==> src/rtl/spi_tgt_pkg.sv <==
package spi_tgt_pkg;

    localparam int unsigned ADDR_W = 8;
    localparam int unsigned DATA_W = 32;
    localparam int unsigned LANES  = DATA_W / 8;

    localparam logic [ADDR_W-1:0] OFS_IEN    = 8'h00;
    localparam logic [ADDR_W-1:0] OFS_ICLR   = 8'h04;
    localparam logic [ADDR_W-1:0] OFS_ISTAT  = 8'h08;
    localparam logic [ADDR_W-1:0] OFS_IMSK   = 8'h0C;
    localparam logic [ADDR_W-1:0] OFS_CFG    = 8'h10;
    localparam logic [ADDR_W-1:0] OFS_RXD    = 8'h14;
    localparam logic [ADDR_W-1:0] OFS_TXD    = 8'h18;
    localparam logic [ADDR_W-1:0] OFS_RXADDR = 8'h1C;
    localparam logic [ADDR_W-1:0] OFS_TXADDR = 8'h20;
    localparam logic [ADDR_W-1:0] OFS_XCFG   = 8'h30;
    localparam logic [ADDR_W-1:0] OFS_SRST   = 8'h40;

    localparam logic [DATA_W-1:0] XCFG_KEEP = 32'hE00F_FFFF;

    // field order equals register bit order (bit 7 .. bit 0)
    typedef struct packed {
        logic tx_swap;
        logic rx_swap;
        logic tx_msb;
        logic rx_msb;
        logic cpha;
        logic cpol;
        logic tx_en;
        logic rx_en;
    } cfg_t;

    // compact event vector: [3] mover done, [2] rx done, [1] tx done, [0] bad
    typedef logic [3:0] evt_t;

    function automatic logic [DATA_W-1:0] evt_spread(evt_t e);
        return {24'b0, e[3], 4'b0, e[2:0]};
    endfunction

    function automatic evt_t evt_gather(logic [DATA_W-1:0] w);
        return {w[7], w[2:0]};
    endfunction

    function automatic logic [DATA_W-1:0] lane_rev(logic [DATA_W-1:0] w);
        logic [DATA_W-1:0] r;
        for (int i = 0; i < LANES; i++) begin
            r[8*i +: 8] = w[8*(LANES-1-i) +: 8];
        end
        return r;
    endfunction

endpackage

==> src/rtl/spi_tgt_sync.sv <==
module spi_tgt_sync #(
    parameter int unsigned W      = 1,
    parameter int unsigned STAGES = 2,
    parameter logic [W-1:0] RST_VAL = '0
) (
    input  logic         clk,
    input  logic         rst,
    input  logic [W-1:0] d_i,
    output logic [W-1:0] q_o
);
    logic [W-1:0] stg [STAGES];

    for (genvar g = 0; g < STAGES; g++) begin : g_stage
        if (g == 0) begin : g_first
            always_ff @(posedge clk) begin
                if (rst) stg[g] <= RST_VAL;
                else     stg[g] <= d_i;
            end
        end else begin : g_next
            always_ff @(posedge clk) begin
                if (rst) stg[g] <= RST_VAL;
                else     stg[g] <= stg[g-1];
            end
        end
    end

    assign q_o = stg[STAGES-1];
endmodule

==> src/rtl/spi_tgt_fifo.sv <==
module spi_tgt_fifo #(
    parameter int unsigned W     = 32,
    parameter int unsigned DEPTH = 32
) (
    input  logic         clk,
    input  logic         rst,
    input  logic         flush_i,
    input  logic         push_i,
    input  logic [W-1:0] wdata_i,
    input  logic         pop_i,
    output logic [W-1:0] rdata_o,
    output logic         full_o,
    output logic         empty_o
);
    localparam int unsigned AW = (DEPTH > 1) ? $clog2(DEPTH) : 1;
    localparam int unsigned CW = $clog2(DEPTH + 1);

    logic [W-1:0]  mem [DEPTH];
    logic [AW-1:0] wr_ptr, rd_ptr;
    logic [CW-1:0] count;

    function automatic logic [AW-1:0] bump(logic [AW-1:0] p);
        return (p == AW'(DEPTH - 1)) ? '0 : p + AW'(1);
    endfunction

    assign full_o  = (count == CW'(DEPTH));
    assign empty_o = (count == '0);
    assign rdata_o = mem[rd_ptr];

    always_ff @(posedge clk) begin
        if (push_i && !full_o) mem[wr_ptr] <= wdata_i;
    end

    always_ff @(posedge clk) begin
        if (rst || flush_i) begin
            wr_ptr <= '0;
            rd_ptr <= '0;
            count  <= '0;
        end else begin
            if (push_i && !full_o) wr_ptr <= bump(wr_ptr);
            if (pop_i && !empty_o) rd_ptr <= bump(rd_ptr);
            count <= count + CW'(push_i && !full_o) - CW'(pop_i && !empty_o);
        end
    end


    no_overflow_chk: assert property (@(posedge clk) disable iff (rst)
        full_o |-> !push_i);


    fill_step_chk: assert property (@(posedge clk) disable iff (rst)
        (push_i && !pop_i && !flush_i) |=> (count == $past(count) + CW'(1)));
endmodule

==> src/rtl/spi_tgt_engine.sv <==
module spi_tgt_engine
    import spi_tgt_pkg::*;
#(
    parameter int unsigned SYNC_STAGES = 2
) (
    input  logic              clk,
    input  logic              rst,
    input  logic              srst_i,
    input  cfg_t              cfg_i,
    input  logic              sck_i,
    input  logic              mosi_i,
    input  logic              cs_n_i,
    output logic              miso_o,
    input  logic [DATA_W-1:0] tx_word_i,
    input  logic              tx_empty_i,
    output logic              tx_pop_o,
    input  logic              rx_full_i,
    output logic              rx_push_o,
    output logic [DATA_W-1:0] rx_word_o,
    output evt_t              ev_o
);
    localparam int unsigned LW = $clog2(LANES);

    logic cs_s, sck_s, mosi_s;

    spi_tgt_sync #(.W(3), .STAGES(SYNC_STAGES), .RST_VAL(3'b100)) u_sync (
        .clk (clk),
        .rst (rst),
        .d_i ({cs_n_i, sck_i, mosi_i}),
        .q_o ({cs_s, sck_s, mosi_s})
    );

    logic              sck_d, cs_d;
    logic [2:0]        rx_cnt;
    logic [7:0]        rx_sh;
    logic [LW-1:0]     rx_lane;
    logic [DATA_W-1:0] rx_pack;
    logic [7:0]        tx_byte;
    logic [2:0]        tx_idx;
    logic [LW-1:0]     tx_lane;
    logic              tx_live;
    logic              seen;

    logic cs_fall, cs_rise, sck_rise, sck_fall, lead, trail, smp, shf;
    logic from_q;
    logic [7:0] peek, rx_next;
    logic [DATA_W-1:0] rx_merge;

    assign cs_fall  = cs_d & ~cs_s;
    assign cs_rise  = ~cs_d & cs_s;
    assign sck_rise = sck_s & ~sck_d;
    assign sck_fall = ~sck_s & sck_d;
    assign lead     = cfg_i.cpol ? sck_fall : sck_rise;
    assign trail    = cfg_i.cpol ? sck_rise : sck_fall;
    assign smp      = ~cs_s & (cfg_i.cpha ? trail : lead);
    assign shf      = ~cs_s & (cfg_i.cpha ? lead : trail);

    assign from_q   = cfg_i.tx_en & ~tx_empty_i;
    assign peek     = from_q ? tx_word_i[{tx_lane, 3'b000} +: 8] : 8'h00;
    assign rx_next  = cfg_i.rx_msb ? {rx_sh[6:0], mosi_s} : {mosi_s, rx_sh[7:1]};
    assign rx_merge = rx_pack | (DATA_W'(rx_next) << {rx_lane, 3'b000});

    always_ff @(posedge clk) begin
        if (rst || srst_i) begin
            sck_d     <= 1'b0;
            cs_d      <= 1'b1;
            rx_cnt    <= '0;
            rx_sh     <= '0;
            rx_lane   <= '0;
            rx_pack   <= '0;
            tx_byte   <= '0;
            tx_idx    <= '0;
            tx_lane   <= '0;
            tx_live   <= 1'b0;
            seen      <= 1'b0;
            miso_o    <= 1'b0;
            tx_pop_o  <= 1'b0;
            rx_push_o <= 1'b0;
            rx_word_o <= '0;
            ev_o      <= '0;
        end else begin
            sck_d     <= sck_s;
            cs_d      <= cs_s;
            tx_pop_o  <= 1'b0;
            rx_push_o <= 1'b0;
            ev_o      <= '0;
            miso_o    <= cfg_i.tx_en & tx_byte[cfg_i.tx_msb ? 3'd7 - tx_idx : tx_idx];

            if (cs_fall) begin
                rx_cnt <= '0;
                rx_sh  <= '0;
                seen   <= 1'b0;
                if (cfg_i.cpha) begin
                    tx_idx  <= 3'd7;
                    tx_live <= 1'b0;
                end else begin
                    tx_byte <= peek;
                    tx_live <= from_q;
                    tx_idx  <= '0;
                end
            end

            if (cs_rise) begin
                rx_cnt <= '0;
                if (rx_lane != '0) begin
                    if (rx_full_i) begin
                        ev_o[0] <= 1'b1;
                    end else begin
                        rx_push_o <= 1'b1;
                        rx_word_o <= rx_pack;
                    end
                end
                rx_lane <= '0;
                rx_pack <= '0;
                ev_o[2] <= seen & cfg_i.rx_en;
                ev_o[1] <= seen & cfg_i.tx_en;
                seen    <= 1'b0;
            end

            if (smp) begin
                rx_sh  <= rx_next;
                rx_cnt <= rx_cnt + 3'd1;
                if (rx_cnt == 3'd0 && tx_live) begin
                    tx_live <= 1'b0;
                    tx_lane <= tx_lane + LW'(1);
                    if (tx_lane == LW'(LANES - 1)) tx_pop_o <= 1'b1;
                end
                if (rx_cnt == 3'd7) begin
                    seen <= 1'b1;
                    if (cfg_i.rx_en) begin
                        rx_lane <= rx_lane + LW'(1);
                        if (rx_lane == LW'(LANES - 1)) begin
                            rx_pack <= '0;
                            if (rx_full_i) begin
                                ev_o[0] <= 1'b1;
                            end else begin
                                rx_push_o <= 1'b1;
                                rx_word_o <= rx_merge;
                            end
                        end else begin
                            rx_pack <= rx_merge;
                        end
                    end
                end
            end

            if (shf) begin
                if (tx_idx == 3'd7) begin
                    tx_byte <= peek;
                    tx_live <= from_q;
                    tx_idx  <= '0;
                end else begin
                    tx_idx <= tx_idx + 3'd1;
                end
            end
        end
    end


    tx_quiet_chk: assert property (@(posedge clk) disable iff (rst)
        !cfg_i.tx_en |=> !miso_o);


    pop_src_chk: assert property (@(posedge clk) disable iff (rst)
        tx_pop_o |-> !tx_empty_i);
endmodule

==> src/rtl/spi_tgt_ctrl.sv <==
module spi_tgt_ctrl
    import spi_tgt_pkg::*;
#(
    parameter int unsigned FIFO_BYTES  = 128,
    parameter int unsigned SYNC_STAGES = 2
) (
    input  logic              clk,
    input  logic              rst,
    input  logic              bus_wr_i,
    input  logic              bus_rd_i,
    input  logic [ADDR_W-1:0] bus_addr_i,
    input  logic [DATA_W-1:0] bus_wdata_i,
    output logic [DATA_W-1:0] bus_rdata_o,
    input  logic              spi_sck_i,
    input  logic              spi_mosi_i,
    input  logic              spi_cs_n_i,
    output logic              spi_miso_o,
    output logic              irq_o
);
    localparam int unsigned WORDS = FIFO_BYTES / LANES;

    cfg_t              cfg;
    evt_t              ien, imsk, stat, clr, ev;
    logic [DATA_W-1:0] rx_addr, tx_addr, xcfg;
    logic              addr_keep;

    logic              srst, tx_push, tx_pop, tx_full, tx_empty;
    logic              rx_push, rx_pop, rx_full, rx_empty;
    logic [DATA_W-1:0] tx_head, rx_head, rx_word, tx_in;

    assign srst    = bus_wr_i && bus_addr_i == OFS_SRST && bus_wdata_i[0];
    assign clr     = (bus_wr_i && bus_addr_i == OFS_ICLR) ? evt_gather(bus_wdata_i) : '0;
    assign tx_push = bus_wr_i && bus_addr_i == OFS_TXD && !tx_full;
    assign tx_in   = cfg.tx_swap ? lane_rev(bus_wdata_i) : bus_wdata_i;
    assign rx_pop  = bus_rd_i && bus_addr_i == OFS_RXD && !rx_empty;
    assign irq_o   = |(stat & ien & imsk);

    always_ff @(posedge clk) begin
        if (rst) begin
            cfg       <= '0;
            ien       <= '0;
            imsk      <= '0;
            stat      <= '0;
            rx_addr   <= '0;
            tx_addr   <= '0;
            xcfg      <= '0;
            addr_keep <= 1'b0;
        end else begin
            stat <= (stat & ~clr) | ev;
            if (bus_wr_i) begin
                case (bus_addr_i)
                    OFS_IEN:    ien       <= evt_gather(bus_wdata_i);
                    OFS_IMSK:   imsk      <= evt_gather(bus_wdata_i);
                    OFS_CFG:    cfg       <= cfg_t'(bus_wdata_i[7:0]);
                    OFS_RXADDR: rx_addr   <= bus_wdata_i;
                    OFS_TXADDR: tx_addr   <= bus_wdata_i;
                    OFS_XCFG:   xcfg      <= bus_wdata_i & XCFG_KEEP;
                    OFS_SRST:   addr_keep <= bus_wdata_i[1];
                    default: ;
                endcase
            end
        end
    end

    always_comb begin
        case (bus_addr_i)
            OFS_IEN:    bus_rdata_o = evt_spread(ien);
            OFS_ISTAT:  bus_rdata_o = evt_spread(stat);
            OFS_IMSK:   bus_rdata_o = evt_spread(imsk);
            OFS_CFG:    bus_rdata_o = {24'b0, cfg};
            OFS_RXD:    bus_rdata_o = rx_empty ? '0 :
                                      (cfg.rx_swap ? lane_rev(rx_head) : rx_head);
            OFS_RXADDR: bus_rdata_o = rx_addr;
            OFS_TXADDR: bus_rdata_o = tx_addr;
            OFS_XCFG:   bus_rdata_o = xcfg;
            OFS_SRST:   bus_rdata_o = {30'b0, addr_keep, 1'b0};
            default:    bus_rdata_o = '0;
        endcase
    end

    spi_tgt_fifo #(.W(DATA_W), .DEPTH(WORDS)) u_txq (
        .clk     (clk),
        .rst     (rst),
        .flush_i (srst),
        .push_i  (tx_push),
        .wdata_i (tx_in),
        .pop_i   (tx_pop),
        .rdata_o (tx_head),
        .full_o  (tx_full),
        .empty_o (tx_empty)
    );

    spi_tgt_fifo #(.W(DATA_W), .DEPTH(WORDS)) u_rxq (
        .clk     (clk),
        .rst     (rst),
        .flush_i (srst),
        .push_i  (rx_push),
        .wdata_i (rx_word),
        .pop_i   (rx_pop),
        .rdata_o (rx_head),
        .full_o  (rx_full),
        .empty_o (rx_empty)
    );

    spi_tgt_engine #(.SYNC_STAGES(SYNC_STAGES)) u_eng (
        .clk        (clk),
        .rst        (rst),
        .srst_i     (srst),
        .cfg_i      (cfg),
        .sck_i      (spi_sck_i),
        .mosi_i     (spi_mosi_i),
        .cs_n_i     (spi_cs_n_i),
        .miso_o     (spi_miso_o),
        .tx_word_i  (tx_head),
        .tx_empty_i (tx_empty),
        .tx_pop_o   (tx_pop),
        .rx_full_i  (rx_full),
        .rx_push_o  (rx_push),
        .rx_word_o  (rx_word),
        .ev_o       (ev)
    );


    irq_off_chk: assert property (@(posedge clk) disable iff (rst)
        (ien == '0) |-> !irq_o);


    srst_cfg_chk: assert property (@(posedge clk) disable iff (rst)
        srst |=> $stable(cfg));
endmodule

==> config.mk <==
export PLATFORM = sky130hd
export DESIGN_NAME = spi_tgt_ctrl
export DESIGN_NICKNAME = d
export VERILOG_FILES = /design/src/rtl/spi_tgt_pkg.sv /design/src/rtl/spi_tgt_sync.sv /design/src/rtl/spi_tgt_fifo.sv /design/src/rtl/spi_tgt_engine.sv /design/src/rtl/spi_tgt_ctrl.sv
export SDC_FILE = /design/constraint.sdc
export NUM_CORES = 2
export LEC_CHECK = 0
export ABC_AREA = 0
export BUFFER_PORTS_ARGS = -buffer_cell sky130_fd_sc_hd__clkbuf_2
export CAP_MARGIN = 20
export CORE_ASPECT_RATIO = 0.9
export CORE_MARGIN = 4
export CORE_UTILIZATION = 40
export DETAILED_ROUTE_END_ITERATION = 10
export PLACE_DENSITY = 0.61
export SLEW_MARGIN = 10
export SYNTH_ARGS = -nofsm -noshare
export SYNTH_HDL_FRONTEND = slang
export SYNTH_HIERARCHICAL = 1
export SYNTH_SLANG_ARGS = --single-unit
export TNS_END_PERCENT = 10
==> constraint.sdc <==
create_clock -name clk -period 6.9 [get_ports clk]
set_input_delay 1.38 -clock clk [delete_from_list [all_inputs] [get_ports clk]]
set_output_delay 1.38 -clock clk [all_outputs]
set_load 0.1 [all_outputs]
==> metrics.md <==
| Metric | Value |
|---|---|
| Outcome | `complete, no violations` |
| Hold depth | `1` |
| Total GRT Usage | `21.0%` |
| Post-synthesis net count | `5417` |
| Register area | `0.0666 sq mm` |
| Residual DRC | `0` |
| Fillers | `19300` |
| Gp weighted congestion | `0.856` |
| GRT overflow | `0` |
| Pre-antenna DRT Iters | `6` |
| Smallest setup slack after layout | `0.274 ns` |
| Power Dens Cells | `262 mW/mm^2` |
| Async S/R FF share, synth | `0%` |
| Port bufs | `80` |
| Via count | `51700` |
| Flop and latch count out of synthesis | `2304` |
| # IOs | `81` |
| Layout cells sized above 1 | `25.2%` |
| Most frequent cells in the layout | `2048 x edfxtp_1, 445 x mux2_2, 264 x mux4_2, 258 x nand2_1, 247 x dfxtp_1` |
| Clock Path Buffers | `3` |
| Setup CP Type | `register to primary output` |
| Commonest non-fill, non-tap cell in the layout | `edfxtp_1` |
| Core ar. | `0.227 sq mm` |
| Slew of the pin with the lowest slew margin | `1.16 ns` |
| Initial cell density of the core | `40.2%` |
| Max-slew headroom | `21.6%` |
| Tcrit/Tclk final | `96.0%` |
| Clock power frac | `43.6%` |
| Clk_skew | `0.0356 ns` |
| Synth Warn # | `6` |
| Htree depth | `4` |
| Die width | `512 um` |
| Synthesized area per cell | `17.2 sq um` |
| Largest net degree at the start of global routing | `110` |
| Placement Setup Slack | `0.915 ns` |
| CP Data Arrival Time | `5.25 ns` |
| CTS tree | `done` |
| DRT iter0 DRCs | `6748` |
| P&R area growth vs syn | `13.3%` |
| Hpwl dp | `148 mm` |
| Element type at the critical path end | `primary output` |
| Vias in the first global route | `49500` |
| Final WL | `253 mm` |
| FP Rows | `166` |
| Hold violation count in the final report | `0` |
| Nets | `5551` |
| Final setup vio count | `0` |
| Post-synth EDFFs | `2048` |
| Seq/Total Area, Yosys | `72.8%` |
| Switching Share | `19.7%` |
| Initial antenna violation count | `15` |
| Sequential Power Share | `55.6%` |
| CTS Root Cell | `clkbuf_16` |
| CTS Buf Count | `221` |
| Logic pwr share | `0.8%` |
| Max Cap Viol | `0` |
| Post-synthesis cell count | `5326` |
| Internal power | `21.8 mW` |
| Post-CTS Setup Bufs | `0` |
| Min-delay worst type | `register to register` |
| Yosys cell types | `83` |
| Predominant post-synthesis flop cell | `edfxtp_1` |
| Fin crit period | `6.63 ns` |
| Setup Total Neg Slack | `0 ns` |
| Post-Syn Area | `0.0915 sq mm` |
| Insertion delay to the later sink of the worst-skew pair | `0.86 ns` |
| Multi-input gate area | `0.0237 sq mm` |
| Crit Path Max Fanout | `42` |
| Peak Freq | `0.151 GHz` |
| Slew Viols, Final | `0` |
| Startpoint Class | `register` |
| Detail Route Antenna Nets | `0` |
| Clock Pin Slew Worst Setup and Hold Paths | `0.06 ns` |
| Leak pwr | `29.9 nW` |
| RSZ-0062 raised after global routing | `false` |
| Die height | `462 um` |
| Vias/cell | `5.95` |
| Switching pwr | `5.34 mW` |
| Required time worst endpoint | `5.52 ns` |
| Clock sink total | `2304` |
| Die area | `0.237 sq mm` |
| First-pass GRT wire length | `362 mm` |
| R2R depth | `15` |
| Worst vdd ir | `0.000184 V` |
| Wire per inst | `29.1 um` |
## per-stage QoR
| step | cell area (sq um) | total power, mW | hold slack [ns] | utilization, % | instances |
|---|---|---|---|---|---|
| CTS | 103000 | 27.3 | 0.455 | 45.4 | 8659 |
| detailed placement | 96300 | 15.6 | 0.447 | 42.3 | 8247 |
| floorplan | 91500 | 15.5 | 0.383 | - | 5326 |
| finish | 104000 | 27.1 | 0.453 | 45.6 | 8681 |
| global placement | 96200 | 15.6 | 0.428 | 42.3 | 8240 |
| global route | 104000 | 27.9 | 0.472 | 45.6 | 8678 |
## Yosys cell counts, types with 7 or more instances
cell	number	share of area [%]
ha_1	42	0.57
nand2_1	260	1.1
a211oi_1	140	1.1
o22ai_1	138	0.94
nand3_1	43	0.24
a21oi_2	9	0.086
o21ai_0	179	0.98
buf_4	19	0.16
mux2i_1	54	0.59
a22oi_1	23	0.19
nand2b_1	12	0.082
or4_1	68	0.56
nor4_1	10	0.068
o211ai_1	12	0.098
o311a_1	28	0.31
mux2_2	445	5.5
and3_1	11	0.075
mux4_2	264	6.5
a22o_1	128	1.2
nor2b_1	140	0.96
inv_1	39	0.16
or3_1	12	0.082
buf_2	52	0.28
o221ai_1	16	0.15
nor4bb_1	7	0.077
edfxtp_1	2048	67
nand4_1	9	0.062
clkbuf_1	219	0.90
buf_6	27	0.33
nor2_1	148	0.61
dfxtp_1	256	5.6
nand3b_1	11	0.090
a21oi_1	128	0.70
buf_1	29	0.12
a32o_1	33	0.36
nor3_1	159	0.87
## state kept, by name, summed over array words and instances, names as in the netlist, 6 cells and up, named ones only
| signal | flops |
|---|---|
| u_eng/tx_byte | 8 |
| xcfg | 23 |
| u_eng/rx_pack | 32 |
| u_eng/rx_sh | 8 |
| cfg | 8 |
| u_txq/count | 6 |
| u_eng/rx_word_o | 32 |
| u_eng/u_sync/stg | 6 |
| u_rxq/count | 6 |
| tx_addr | 32 |
| u_rxq/mem | 1024 |
| rx_addr | 32 |
| u_txq/mem | 1024 |
## worst max-delay path: stages, from the launching register on
cell and delay [ns]:
dfxtp_4 0.74, buf_12 0.38, buf_4 0.39, mux4_2 0.54
a22o_1 0.23, or4_1 0.60, mux2i_2 0.43, buf_4 0.21
nor2_1 0.04, a221o_1 0.32, clkbuf_2 0.39
## final timing paths
path | from | endpoint | slack, ns
min reg2reg | u_eng/u_sync/stg[0][1]$_SDFF_PP0_ | u_eng/u_sync/stg[1][1]$_SDFF_PP0_ | 0.45
max | register | bus_rdata_o[2] | 0.27
max reg2reg | u_rxq/count[4]$_SDFF_PP0_ | u_rxq/count[4]$_SDFF_PP0_ | 2.46
min | u_eng/u_sync/stg[0][1]$_SDFF_PP0_ | u_eng/u_sync/stg[1][1]$_SDFF_PP0_ | 0.45
## kinds of logic (layout without fill, tap and decap cells)
family                   after synthesis  count (layout)  share of synthesized area [%]
XOR/XNOR                               6               6                         0.0656
buffers and inverters                387             710                           1.97
multiplexers                         765             765                           12.6
flip-flops                          2304            2304                           72.8
AND/OR/NAND/NOR                      944             944                           5.39
AO/OA/AOI/OAI                        875             875                           6.56
other                                  1               9                        0.00410
adder cells (fa/ha/maj)               44              44                          0.618
## power by group through the flow
stage / logic, mW / clock network, mW / registers (mW)
after global placement: 0.220 / 0 / 15.4
after floorplan: 0.114 / 0 / 15.4
after global routing: 0.248 / 12.6 / 15.1
after CTS: 0.229 / 12.0 / 15.1
final: 0.230 / 11.8 / 15.1
after detailed placement: 0.229 / 0 / 15.4
## repair_timing
item,CTS,global route
resized for setup,1,0
setup endpoints to repair,1,0
hold buffers,0,0
endpoints found under the hold margin,0,0
## layout make-up
class,instances,share of cell area (%)
antenna,8,0.0193
tap,3024,3.65
multi-input combinational,2635,22.9
sequential,2304,64.3
timing repair buffer,259,2.22
clock inverter,129,1.03
inverter,39,0.141
clock buffer,283,5.75
## routing by layer
metal  share of wire, %  up-vias  wire [um]  GRT usage [%]
met5                  0        -          0              0
met4                2.7        0       6790           6.27
met3                9.4      356      23700           3.72
met2                 44     2563     111000           30.9
met1                 44    27100     111000           31.8
li1                   -    21600          -              -
(Power assumes the default switching activity.)
